$ cat src/rtl/can_errstat_pkg.sv
package can_errstat_pkg;

    typedef enum logic [1:0] {
        LV_OK   = 2'd0,
        LV_WARN = 2'd1,
        LV_PASS = 2'd2
    } lvl_e;

    typedef enum logic [2:0] {
        TR_HOLD,
        TR_OK_TO_WARN,
        TR_OK_TO_PASS,
        TR_WARN_TO_PASS,
        TR_WARN_TO_OK,
        TR_PASS_TO_WARN,
        TR_PASS_TO_OK
    } lvl_tr_e;

endpackage

$ cat src/rtl/errcnt_core.sv
module errcnt_core #(
    parameter int CNT_W = 8,
    parameter int INC_W = 1
) (
    input  logic             clk,
    input  logic             rst_n,
    input  logic [INC_W-1:0] inc_i,
    input  logic             dec_i,
    output logic [CNT_W-1:0] cnt_q,
    output logic [CNT_W-1:0] cnt_d
);
    localparam int SUM_W = CNT_W + INC_W + 1;
    localparam logic [SUM_W-1:0] SUM_MAX = {{(INC_W+1){1'b0}}, {CNT_W{1'b1}}};
    localparam logic [CNT_W-1:0] CNT_MAX = {CNT_W{1'b1}};

    logic [SUM_W-1:0] sum;

    always_comb begin
        sum = {{(INC_W+1){1'b0}}, cnt_q} + {{(CNT_W+1){1'b0}}, inc_i};
        if (dec_i && (sum != '0)) begin
            sum = sum - 1'b1;
        end
        if (sum > SUM_MAX) begin
            cnt_d = CNT_MAX;
        end else begin
            cnt_d = sum[CNT_W-1:0];
        end
    end

    always_ff @(posedge clk or negedge rst_n) begin
        if (!rst_n) begin
            cnt_q <= '0;
        end else begin
            cnt_q <= cnt_d;
        end
    end

    a_r3_floor: assert property (@(posedge clk) disable iff (!rst_n)
        (cnt_q == '0 && inc_i == '0) |=> (cnt_q == '0));
    a_r3_ceiling: assert property (@(posedge clk) disable iff (!rst_n)
        (cnt_q == CNT_MAX && !dec_i) |=> (cnt_q == CNT_MAX));
    a_r2_idle_hold: assert property (@(posedge clk) disable iff (!rst_n)
        (inc_i == '0 && !dec_i) |=> $stable(cnt_q));

endmodule

$ cat src/rtl/errlvl_fsm.sv
module errlvl_fsm
    import can_errstat_pkg::*;
#(
    parameter int CNT_W     = 8,
    parameter int WARN_LVL  = 96,
    parameter int PASS_LVL  = 127,
    parameter bit WARN_INCL = 1'b0
) (
    input  logic             clk,
    input  logic             rst_n,
    input  logic [CNT_W-1:0] cnt_q,
    input  logic [CNT_W-1:0] cnt_d,
    output logic             warn_o,
    output logic             pass_o,
    output logic             rise_o
);
    localparam int WARN_MIN = WARN_INCL ? WARN_LVL : WARN_LVL + 1;
    localparam int PASS_MIN = PASS_LVL + 1;
    localparam logic [CNT_W:0] WARN_MIN_V = WARN_MIN[CNT_W:0];
    localparam logic [CNT_W:0] PASS_MIN_V = PASS_MIN[CNT_W:0];

    lvl_e    state_q, state_d, target;
    lvl_tr_e tr;

    always_comb begin
        if ({1'b0, cnt_d} >= PASS_MIN_V) begin
            target = LV_PASS;
        end else if ({1'b0, cnt_d} >= WARN_MIN_V) begin
            target = LV_WARN;
        end else begin
            target = LV_OK;
        end
    end

    always_comb begin
        tr = TR_HOLD;
        unique case (state_q)
            LV_OK: begin
                if (target == LV_WARN)      tr = TR_OK_TO_WARN;
                else if (target == LV_PASS) tr = TR_OK_TO_PASS;
            end
            LV_WARN: begin
                if (target == LV_PASS)      tr = TR_WARN_TO_PASS;
                else if (target == LV_OK)   tr = TR_WARN_TO_OK;
            end
            LV_PASS: begin
                if (target == LV_WARN)      tr = TR_PASS_TO_WARN;
                else if (target == LV_OK)   tr = TR_PASS_TO_OK;
            end
            default: tr = TR_HOLD;
        endcase
    end

    always_comb begin
        unique case (tr)
            TR_OK_TO_WARN, TR_PASS_TO_WARN: state_d = LV_WARN;
            TR_OK_TO_PASS, TR_WARN_TO_PASS: state_d = LV_PASS;
            TR_WARN_TO_OK, TR_PASS_TO_OK:   state_d = LV_OK;
            default:                        state_d = state_q;
        endcase
    end

    always_ff @(posedge clk or negedge rst_n) begin
        if (!rst_n) begin
            state_q <= LV_OK;
        end else begin
            state_q <= state_d;
        end
    end

    always_comb begin
        rise_o = (tr == TR_OK_TO_WARN) || (tr == TR_OK_TO_PASS) ||
                 (tr == TR_WARN_TO_PASS);
        unique case (state_q)
            LV_OK:   begin warn_o = 1'b0; pass_o = 1'b0; end
            LV_WARN: begin warn_o = 1'b1; pass_o = 1'b0; end
            LV_PASS: begin warn_o = 1'b1; pass_o = 1'b1; end
            default: begin warn_o = 1'b0; pass_o = 1'b0; end
        endcase
    end

    // the passive state only exists above the passive limit
    a_r6_pass_above: assert property (@(posedge clk) disable iff (!rst_n)
        (state_q == LV_PASS) |-> ({1'b0, cnt_q} >= PASS_MIN_V));
    // the clean state only exists below the warning limit
    a_r4_ok_below: assert property (@(posedge clk) disable iff (!rst_n)
        (state_q == LV_OK) |-> ({1'b0, cnt_q} < WARN_MIN_V));
    a_r8_rise_moves_up: assert property (@(posedge clk) disable iff (!rst_n)
        rise_o |=> (state_q != LV_OK));

endmodule

$ cat src/rtl/errflag_reg.sv
module errflag_reg (
    input  logic       clk,
    input  logic       rst_n,
    input  logic       rise_i,
    input  logic       ovr_i,
    input  logic       bad_i,
    input  logic [2:0] clr_i,
    input  logic       en_i,
    output logic       ovr_q,
    output logic       bad_q,
    output logic       err_q,
    output logic       irq_o
);
    logic set_err;

    assign set_err = rise_i | ovr_i | bad_i;

    always_ff @(posedge clk or negedge rst_n) begin
        if (!rst_n) begin
            ovr_q <= 1'b0;
            bad_q <= 1'b0;
            err_q <= 1'b0;
        end else begin
            if (ovr_i)         ovr_q <= 1'b1;
            else if (clr_i[1]) ovr_q <= 1'b0;
            if (bad_i)         bad_q <= 1'b1;
            else if (clr_i[2]) bad_q <= 1'b0;
            if (set_err)       err_q <= 1'b1;
            else if (clr_i[0]) err_q <= 1'b0;
        end
    end

    assign irq_o = err_q & en_i;

    a_r8_set_wins: assert property (@(posedge clk) disable iff (!rst_n)
        (rise_i || ovr_i || bad_i) |=> err_q);
    a_r8_sticky: assert property (@(posedge clk) disable iff (!rst_n)
        (err_q && !clr_i[0]) |=> err_q);
    a_r7_ovr_sets: assert property (@(posedge clk) disable iff (!rst_n)
        ovr_i |=> ovr_q);
    a_r7_bad_clears: assert property (@(posedge clk) disable iff (!rst_n)
        (clr_i[2] && !bad_i) |=> !bad_q);

endmodule

$ cat src/rtl/can_errstat.sv
module can_errstat
    import can_errstat_pkg::*;
#(
    parameter int CNT_W    = 8,
    parameter int WARN_LVL = 96,
    parameter int PASS_LVL = 127
) (
    input  logic             clk,
    input  logic             rst_n,
    input  logic             tx_ack_err_i,
    input  logic             tx_form_err_i,
    input  logic             tx_bit_err_i,
    input  logic             tx_done_i,
    input  logic             rx_err_i,
    input  logic             rx_done_i,
    input  logic             rx_ovr_i,
    input  logic             rx_bad_i,
    input  logic             irq_en_i,
    input  logic [2:0]       flag_clr_i,
    output logic [CNT_W-1:0] tx_cnt_o,
    output logic [CNT_W-1:0] rx_cnt_o,
    output logic             tx_warn_o,
    output logic             tx_pass_o,
    output logic             rx_warn_o,
    output logic             rx_pass_o,
    output logic             ovr_flag_o,
    output logic             bad_flag_o,
    output logic             err_flag_o,
    output logic             irq_o
);
    localparam int TX_INC_W = 2;

    logic [TX_INC_W-1:0] tx_inc;
    logic [CNT_W-1:0]    tx_cnt_d, rx_cnt_d;
    logic                tx_rise, rx_rise;

    assign tx_inc = {1'b0, tx_ack_err_i} + {1'b0, tx_form_err_i} +
                    {1'b0, tx_bit_err_i};

    errcnt_core #(.CNT_W(CNT_W), .INC_W(TX_INC_W)) u_tx_cnt (
        .clk   (clk),
        .rst_n (rst_n),
        .inc_i (tx_inc),
        .dec_i (tx_done_i),
        .cnt_q (tx_cnt_o),
        .cnt_d (tx_cnt_d)
    );

    errcnt_core #(.CNT_W(CNT_W), .INC_W(1)) u_rx_cnt (
        .clk   (clk),
        .rst_n (rst_n),
        .inc_i (rx_err_i),
        .dec_i (rx_done_i),
        .cnt_q (rx_cnt_o),
        .cnt_d (rx_cnt_d)
    );

    errlvl_fsm #(.CNT_W(CNT_W), .WARN_LVL(WARN_LVL), .PASS_LVL(PASS_LVL),
                 .WARN_INCL(1'b0)) u_tx_lvl (
        .clk    (clk),
        .rst_n  (rst_n),
        .cnt_q  (tx_cnt_o),
        .cnt_d  (tx_cnt_d),
        .warn_o (tx_warn_o),
        .pass_o (tx_pass_o),
        .rise_o (tx_rise)
    );

    errlvl_fsm #(.CNT_W(CNT_W), .WARN_LVL(WARN_LVL), .PASS_LVL(PASS_LVL),
                 .WARN_INCL(1'b1)) u_rx_lvl (
        .clk    (clk),
        .rst_n  (rst_n),
        .cnt_q  (rx_cnt_o),
        .cnt_d  (rx_cnt_d),
        .warn_o (rx_warn_o),
        .pass_o (rx_pass_o),
        .rise_o (rx_rise)
    );

    errflag_reg u_flags (
        .clk    (clk),
        .rst_n  (rst_n),
        .rise_i (tx_rise | rx_rise),
        .ovr_i  (rx_ovr_i),
        .bad_i  (rx_bad_i),
        .clr_i  (flag_clr_i),
        .en_i   (irq_en_i),
        .ovr_q  (ovr_flag_o),
        .bad_q  (bad_flag_o),
        .err_q  (err_flag_o),
        .irq_o  (irq_o)
    );

    a_r9_irq_needs_enable: assert property (@(posedge clk) disable iff (!rst_n)
        irq_o |-> (irq_en_i && err_flag_o));
    a_r6_pass_implies_warn: assert property (@(posedge clk) disable iff (!rst_n)
        (tx_pass_o |-> tx_warn_o) and (rx_pass_o |-> rx_warn_o));

endmodule

$ cat config.mk
export PLATFORM = sky130hd
export DESIGN_NAME = can_errstat
export DESIGN_NICKNAME = d
export VERILOG_FILES = /design/src/rtl/can_errstat_pkg.sv /design/src/rtl/errcnt_core.sv /design/src/rtl/errlvl_fsm.sv /design/src/rtl/errflag_reg.sv /design/src/rtl/can_errstat.sv
export SDC_FILE = /design/constraint.sdc
export NUM_CORES = 1
export LEC_CHECK = 0
export ABC_AREA = 1
export BUFFER_PORTS_ARGS = -buffer_cell sky130_fd_sc_hd__buf_2
export CAP_MARGIN = 40
export CORE_ASPECT_RATIO = 0.8
export CORE_MARGIN = 2
export CORE_UTILIZATION = 30
export CTS_CLUSTER_DIAMETER = 50
export CTS_CLUSTER_SIZE = 40
export DETAILED_ROUTE_END_ITERATION = 10
export GPL_ROUTABILITY_DRIVEN = 1
export PLACE_DENSITY_LB_ADDON = 0.15
export SYNTH_ARGS = -nofsm -noshare
export SYNTH_HDL_FRONTEND = slang
export SYNTH_SLANG_ARGS = --single-unit
$ cat constraint.sdc
create_clock -name clk -period 3.4 [get_ports clk]
set_clock_uncertainty 0.05 [all_clocks]
set_input_delay 0.34 -clock clk [delete_from_list [all_inputs] [get_ports clk]]
set_output_delay 0.34 -clock clk [all_outputs]
set_load 0.05 [all_outputs]
### Yosys cells after proc, flatten, opt, wreduce, memory -nomap -nowiden

Index checks and enable logic that the tools add are counted.

| storage, ports and cells | value |
|---|---|
| register bits | 23 |
| output and inout port bits | 24 |
| input port bits | 14 |
| word-level logic and storage cells | 102 |

| cells by class | value |
|---|---|
| bitwise gates (word level) | 4 |
| multiplexer cells | 34 |
| reductions and logical operators | 25 |
| equality and inequality tests | 20 |
| $lt $le $gt $ge | 6 |
| $add $sub $neg | 6 |

Operators with widths:

| kind | number |
|---|---|
| 3-bit 2-to-1 mux | 10 |
| 3-bit equality test, second input constant | 6 |
| 3-bit one-hot mux with 3 select lines | 2 |
| 8-bit by 7-bit >= comparator with 1-bit output, second input constant | 2 |
| 8-bit >= comparator, second input constant | 2 |
| 8-bit 2-to-1 mux | 2 |
| 2-bit OR reduction | 8 |
| 3-bit by 2-bit equality test with 1-bit output, second input constant | 4 |
| 1-bit 2-to-1 mux | 12 |
| 2-bit one-hot mux with 3 select lines | 2 |
| 11-bit by 8-bit > comparator with 1-bit output, second input constant | 1 |
| 11-bit 2-to-1 mux | 1 |
| 11-bit nonzero test | 1 |
| 11-bit by 1-bit subtractor with 11-bit output, second input constant | 1 |
| 10-bit by 8-bit > comparator with 1-bit output, second input constant | 1 |
| 10-bit 2-to-1 mux | 1 |
| 10-bit nonzero test | 1 |
| 10-bit by 1-bit subtractor with 10-bit output, second input constant | 1 |
| 8-bit by 1-bit adder with 9-bit output | 1 |
| 8-bit by 2-bit adder with 9-bit output | 1 |
| 2-bit by 1-bit equality test with 1-bit output, second input constant | 4 |
| 2-bit equality test, second input constant | 4 |
| 2-bit zero test | 4 |
| 2-bit 2-to-1 mux | 4 |
| other kinds (9) | 19 |

### Depth between registers and ports, before layout

| depth | value |
|---|---|
| word-level depth | 22 |
| mapped depth | 25 |

### Hierarchy

Synthesis repeated with hierarchy kept, for this count alone.

| second synthesis, totals | value |
|---|---|
| cell total of the unflattened synthesis | 344 |
| area, all modules | 2,352.3 sq um |

Modules (own cells, without submodules):

| module | seq. area each (sq um) | cells each | area an instance (sq um) | instances |
|---|---|---|---|---|
| errcnt_core at u_rx_cnt | 200.2 | 127 | 849.6 | 1 |
| errcnt_core at u_tx_cnt | 200.2 | 124 | 827.0 | 1 |
| errlvl_fsm at u_tx_lvl | 50.0 | 39 | 260.2 | 1 |
| errlvl_fsm at u_rx_lvl | 50.0 | 36 | 254.0 | 1 |
| errflag_reg | 75.1 | 14 | 130.1 | 1 |
| can_errstat | 0.0 | 4 | 31.3 | 1 |

### Least setup slack after synthesis

No wires, ideal clock.

| timing path | value |
|---|---|
| path kind | register to register |
| start | register u_tx_cnt.cnt_q[0] |
| end | register u_tx_lvl.state_q[1] |
| buffers on the path | 0 |
| clock period less this slack | 3,545 ps |
| data arrival time | 3,378 ps |
| setup slack | -145 ps |
| cell stages (with the launch flop) | 23 |
| library setup time | 117 ps |
| cell sequence | dfrtp_1 fa_1 ha_1 inv_1 fa_1 ha_1 inv_1 nor2_2 nand2_4 nor2_8 nand3_4 nand2_4 inv_2 nand2_1 o21ai_1 o21ai_1 nand2_2 nand2_1 nand2_1 nor2_1 nand2_1 nand3_1 nand2_1 |

| between the ends | value |
|---|---|
| word-level cells in the longest chain between the ends | 16 |
| elaborated cells between the ends (all ways) | 32 |

Ends and longest elaborated chain:

| item | line | text |
|---|---|---|
| from (decl) | errcnt_core.sv:9 | `output logic [CNT_W-1:0] cnt_q,` |
| from (signal assigned) | errcnt_core.sv:34 | `cnt_q <= cnt_d;` |
| 8-bit by 2-bit adder with 9-bit output * | errcnt_core.sv:19 | `sum = {{(INC_W+1){1'b0}}, cnt_q} + {{(CNT_W+1){1'b0}}, inc_i};` |
| parallel branches: the longest is 2 deep, another holds 11-bit by 1-bit subtractor with 11-bit output | n/a |  |
| 11-bit 2-to-1 mux * | errcnt_core.sv:20 | `if (dec_i && (sum != '0)) begin` |
| 11-bit by 8-bit > comparator with 1-bit output | errcnt_core.sv:23 | `if (sum > SUM_MAX) begin` |
| 8-bit 2-to-1 mux * | errcnt_core.sv:23 |  |
| 8-bit by 7-bit >= comparator with 1-bit output | errlvl_fsm.sv:28 | `end else if ({1'b0, cnt_d} >= WARN_MIN_V) begin` |
| 1-bit 2-to-1 mux | errlvl_fsm.sv:28 |  |
| 2-bit 2-to-1 mux * | errlvl_fsm.sv:26 | `if ({1'b0, cnt_d} >= PASS_MIN_V) begin` |
| 2-bit equality test / 2-bit zero test (equally long branches) | n/a |  |
| 2-bit 2-to-1 mux (tied with other cells) | errlvl_fsm.sv:40 | `else if (target == LV_PASS) tr = TR_OK_TO_PASS;` |
| 3-bit 2-to-1 mux, on equally long branches | errlvl_fsm.sv:39, errlvl_fsm.sv:43, errlvl_fsm.sv:47 |  |
| 3-bit one-hot mux with 3 select lines * | errlvl_fsm.sv:37 | `unique case (state_q)` |
| 3-bit equality test (tied with other cells) | errlvl_fsm.sv:55 | `unique case (tr)` |
| 2-bit OR reduction | errlvl_fsm.sv:55 |  |
| 2-bit one-hot mux with 3 select lines / 3-bit nonzero test (equally long branches) | n/a |  |
| to (signal assigned) | errlvl_fsm.sv:67 | `state_q <= state_d;` |
| to (decl) | errlvl_fsm.sv:22 | `lvl_e state_q, state_d, target;` |

Mark *: on every way between the ends.
A chain may end at the register's enable or synchronous reset.

### Worst setup path in the final report

Ends and elaborated chain as after synthesis.

==> impl.org <==
** Die
- Pin placement for this block handled 38 I/O pins.
- The region available for standard cell placement spans 0.00693 mm^2.
- The die is 79.9 um tall.
- The die covers 0.00791 mm^2.
- The initial utilization of the core area, before any placement, comes to 31.2%.
- Width of the chip :: 98.9 um
- Placement row count :: 27

** Synthesis
- Average footprint of a synthesized cell :: 6.95 um^2
- The cell area that synthesis handed to floorplanning was 0.00216 mm^2.
- #FFs+latches synth :: 23
- Top cell type's share of synthesized area :: 26.6%
- Among all flip-flop cells after synthesis, the most frequent one is sky130_fd_sc_hd__dfrtp_1.
- Synthesis produced a netlist with a net count of 341.
- After synthesis, flip-flops and latches occupy 26.6% of the total area.
- Most frequent cells after synthesis :: sky130_fd_sc_hd__nand2_1, sky130_fd_sc_hd__inv_1, sky130_fd_sc_hd__nand3_1
- Library cell with the largest summed area after synthesis :: sky130_fd_sc_hd__dfrtp_1
- The synthesized netlist contains 30 unique library cells.
- Instance count of the mapped netlist :: 311
- Dominant cell by count in the synthesized netlist :: sky130_fd_sc_hd__nand2_1
- In the post-synthesis netlist, the biggest area contributors are sky130_fd_sc_hd__dfrtp_1, sky130_fd_sc_hd__nand2_1, sky130_fd_sc_hd__ha_1.
- During synthesis, Yosys emitted a total of 0 warnings.
- Share of flip-flops with an asynchronous set or reset after synthesis :: 100%
- Count of flip-flops with a built-in enable after synthesis :: 0

** CTS
- The tree built by TritonCTS fans out to 23 sinks.
- Number of CTS-inserted buffers :: 3
- Later-pin clock latency in the skew report :: 0.26 ns
- Clock tree synthesis selected as its root buffer the cell sky130_fd_sc_hd__clkbuf_8.
- Clock slew at reported path FFs :: 0.08 ns
- Clock tree from TritonCTS :: yes
- Worst-case clock buffer depth :: 2
- In this run the number of H-tree levels came out at 1.
- Number of hold buffers added after cts :: 0

** Drt
- Number of DRC markers in iteration 0 :: 53
- The count of nets left with antenna violations once routing finished came out at 0.
- Avg WL per Cell :: 10.9 um
- In the routed design, unresolved DRC markers number 0.
- Summing over every cut layer, the via total after detailed routing is 2,053.
- Count of TritonRoute iterations in the first routing pass :: 4
- Routed wire length :: 4.97 mm
- Dividing the detail-routed via count by the number of cells gives 4.49.

** Setup path
- Required time of the critical path :: 3.51 ns
- The endpoint identified for the worst register-to-register timing path is u_tx_lvl.state_q[1]$_DFFE_PN0P_.
- In this design, the critical path's most frequently occurring cell is sky130_fd_sc_hd__nand2_2.
- CP top delay family :: adder cells
- The number of cells on the worst reg-to-reg path is 22.
- Of all nets on the critical path, the largest fanout is 7.
- The critical path in this run is classified as reg -> reg.
- Worst setup EP type :: register
- The critical path goes through fa_1 > ha_2 > inv_2 > fa_2 > ha_4 > inv_2 > nor2_4 > nand2_4 > nor2_8 > nand3_4 > nand2_4 > inv_4 > nand2_2 > nand2_2 > o21ai_2 > nand2_2 > nand2_1 > nand2_2 > nor2_2 > nand2_2 > nand3_1 > nand2_1.
- For this run, the slowest stage of the critical path takes 0.55 ns.
- For the worst setup path, the data arrival time is 3.50 ns.
- FF-to-FF setup slack :: 0.01 ns
- Cell with the largest stage delay on the worst path :: sky130_fd_sc_hd__fa_2
- R2R Path Start :: u_tx_cnt.cnt_q[0]$_DFF_PN0_
- The critical path contains buffers and inverters numbering 3 combined.
- Critical path startpoint category :: register

** GRT
- Global routing used 13.4% of the available tracks.
- For this run, global-route usage on met2 was measured as 23.4%.
- Global-route wire length before repair :: 8.66 mm
- GRT Max-Usage Layer :: met2
- The number of antenna violations at the first check in global routing is 0.
- Met3 Use GR :: 1.40%
- Summed over all layers, the global routing overflow is 0.
- Global-route track usage on met1 :: 17.8%
- Via count of the first global-routing pass :: 1,956
- Pin count of the biggest net entering global routing :: 24

** Placed design
- Number of buffers added on ports :: 37
- Detailed Place HPWL :: 4.06 mm
- Post-Place Cell Area :: 0.00259 mm^2
- Routability cong. :: 0.850
- The number of placed instances, taps included, is 451.

** Finish
- Cells with a size suffix above 1 make up 37.0% of the layout.
- Area of the multi-input gates :: 0.00151 mm^2
- The number of antenna diodes in the final layout is 0.
- Compared with the post-synthesis result, the final layout area differs by 28.2%.
- Register Area :: 577 um^2
- After filler insertion, the fill cell instance count of the layout stands at 720.
- Final Net Count :: 401
- Fin cells :: 457
- Fin area :: 0.00277 mm^2

** STA
- For the pin with the worst max-slew slack, the measured transition is 0.551 ns.
- Max-slew violations :: 0
- The number of hold violations in the final report is 0.
- Time the worst path needs with I/O delays and setup :: 3.39 ns
- Relative max-transition margin :: 63.2%
- Period utilization :: 99.6%
- Maximum clock frequency :: 295 MHz
- Setup repair after global routing missed its margin :: true
- Setup violations remaining at the end of the flow were counted as 0.

** Flow run
- Max-cap violations in this run came to 0.

** Worst hold path
- The min-delay analysis places its worst path in the category in -> async.

** Status
- The run finished with clean final reports.
## logic make-up (layout without fill, tap and decap cells)
logic type               after synthesis  after routing  share of synthesized area (%)
AND/OR/NAND/NOR                      193            193                           46.2
AO/OA/AOI/OAI                         21             21                           5.44
XOR/XNOR                               5              5                           2.03
buffers and inverters                 53            112                           9.78
adder cells (fa/ha/maj)               16             16                           9.95
flip-flops                            23             23                           26.6
## metal layers
metal  vias to the layer above  part of all wire, %
met5                         -                    0
met4                         0                 0.48
met3                         2                  1.8
met2                        17                   50
met1                       938                   48
li1                       1096                    -
## worst register-to-register path, delay by kind of cell, from the launching register on
kind	cells	cell delay, ns
AND/OR/NAND/NOR	14	1.20
flip-flops	1	0.42
buffers and inverters	3	0.13
adder cells (fa/ha/maj)	4	1.35
AO/OA/AOI/OAI	1	0.14
## area by class of cell
cell class	count	area share [%]
Sequential cell	23	20.8
Clock buffer	4	1.62
Inverter	52	7.27
Tap cell	87	3.93
Multi-Input combinational cell	235	54.6
Timing Repair Buffer	56	11.8
## placed cells by master, fill, tap and decap left out, types with 6 or more instances in the layout
master / Yosys / final
sky130_fd_sc_hd__nor2_2: 7 / 7
sky130_fd_sc_hd__nor2_1: 20 / 16
sky130_fd_sc_hd__nand2_2: 16 / 21
sky130_fd_sc_hd__nand4_1: 7 / 7
sky130_fd_sc_hd__inv_1: 43 / 40
sky130_fd_sc_hd__buf_4: 0 / 19
sky130_fd_sc_hd__nor2_4: 3 / 7
sky130_fd_sc_hd__inv_2: 6 / 8
sky130_fd_sc_hd__o21ai_0: 8 / 8
sky130_fd_sc_hd__nand3_2: 6 / 12
sky130_fd_sc_hd__buf_2: 0 / 37
sky130_fd_sc_hd__nand3_1: 32 / 25
sky130_fd_sc_hd__nand2_1: 88 / 81
sky130_fd_sc_hd__nand2_4: 4 / 6
sky130_fd_sc_hd__ha_1: 14 / 12
sky130_fd_sc_hd__dfrtp_1: 23 / 22
## how the worst max path moves through the flow
stage                                      startpoint                              end  depth (start not counted)
final                     u_tx_cnt.cnt_q[0]$_DFF_PN0_  u_tx_lvl.state_q[1]$_DFFE_PN0P_                         22
after global routing      u_tx_cnt.cnt_q[0]$_DFF_PN0_  u_tx_lvl.state_q[1]$_DFFE_PN0P_                         22
after CTS                 u_tx_cnt.cnt_q[0]$_DFF_PN0_  u_tx_lvl.state_q[1]$_DFFE_PN0P_                         21
after detailed placement                 tx_ack_err_i  u_tx_lvl.state_q[1]$_DFFE_PN0P_                         23
after global placement                   tx_ack_err_i  u_tx_lvl.state_q[1]$_DFFE_PN0P_                         23
after floorplan           u_tx_cnt.cnt_q[0]$_DFF_PN0_  u_tx_lvl.state_q[1]$_DFFE_PN0P_                         22
## per-stage QoR
step / worst slack [ns] / utilization, % / setup TNS [ns] / hold slack, ns
detailed placement: -0.131 / 37.4 / -0.341 / 0.321
CTS: -0.0258 / 38.8 / -0.0258 / 0.0216
floorplan: -0.0315 / - / -0.0524 / -0.00559
finish: 0.0149 / 40.0 / 0 / 0.00205
global route: -0.201 / 40.0 / -0.515 / 0.0347
global placement: -0.101 / 37.4 / -0.256 / 0.320
## state kept, by name (all words and copies together), names as in the netlist
signal / count
u_rx_lvl.state_q: 2
u_flags.bad_q: 1
u_tx_lvl.state_q: 2
u_flags.ovr_q: 1
u_rx_cnt.cnt_q: 8
u_flags.err_q: 1
u_tx_cnt.cnt_q: 8
## timing repair
| action | 4_1_cts | 5_1_grt |
|---|---|---|
| setup buffers | 1 | 1 |
| setup endpoints to repair | 2 | 3 |
| pin swaps | 11 | 15 |
| resized for setup | 9 | 22 |
Power is not shown: default switching activity piles up to over one toggle a cycle in this logic, so the estimate is an artifact.
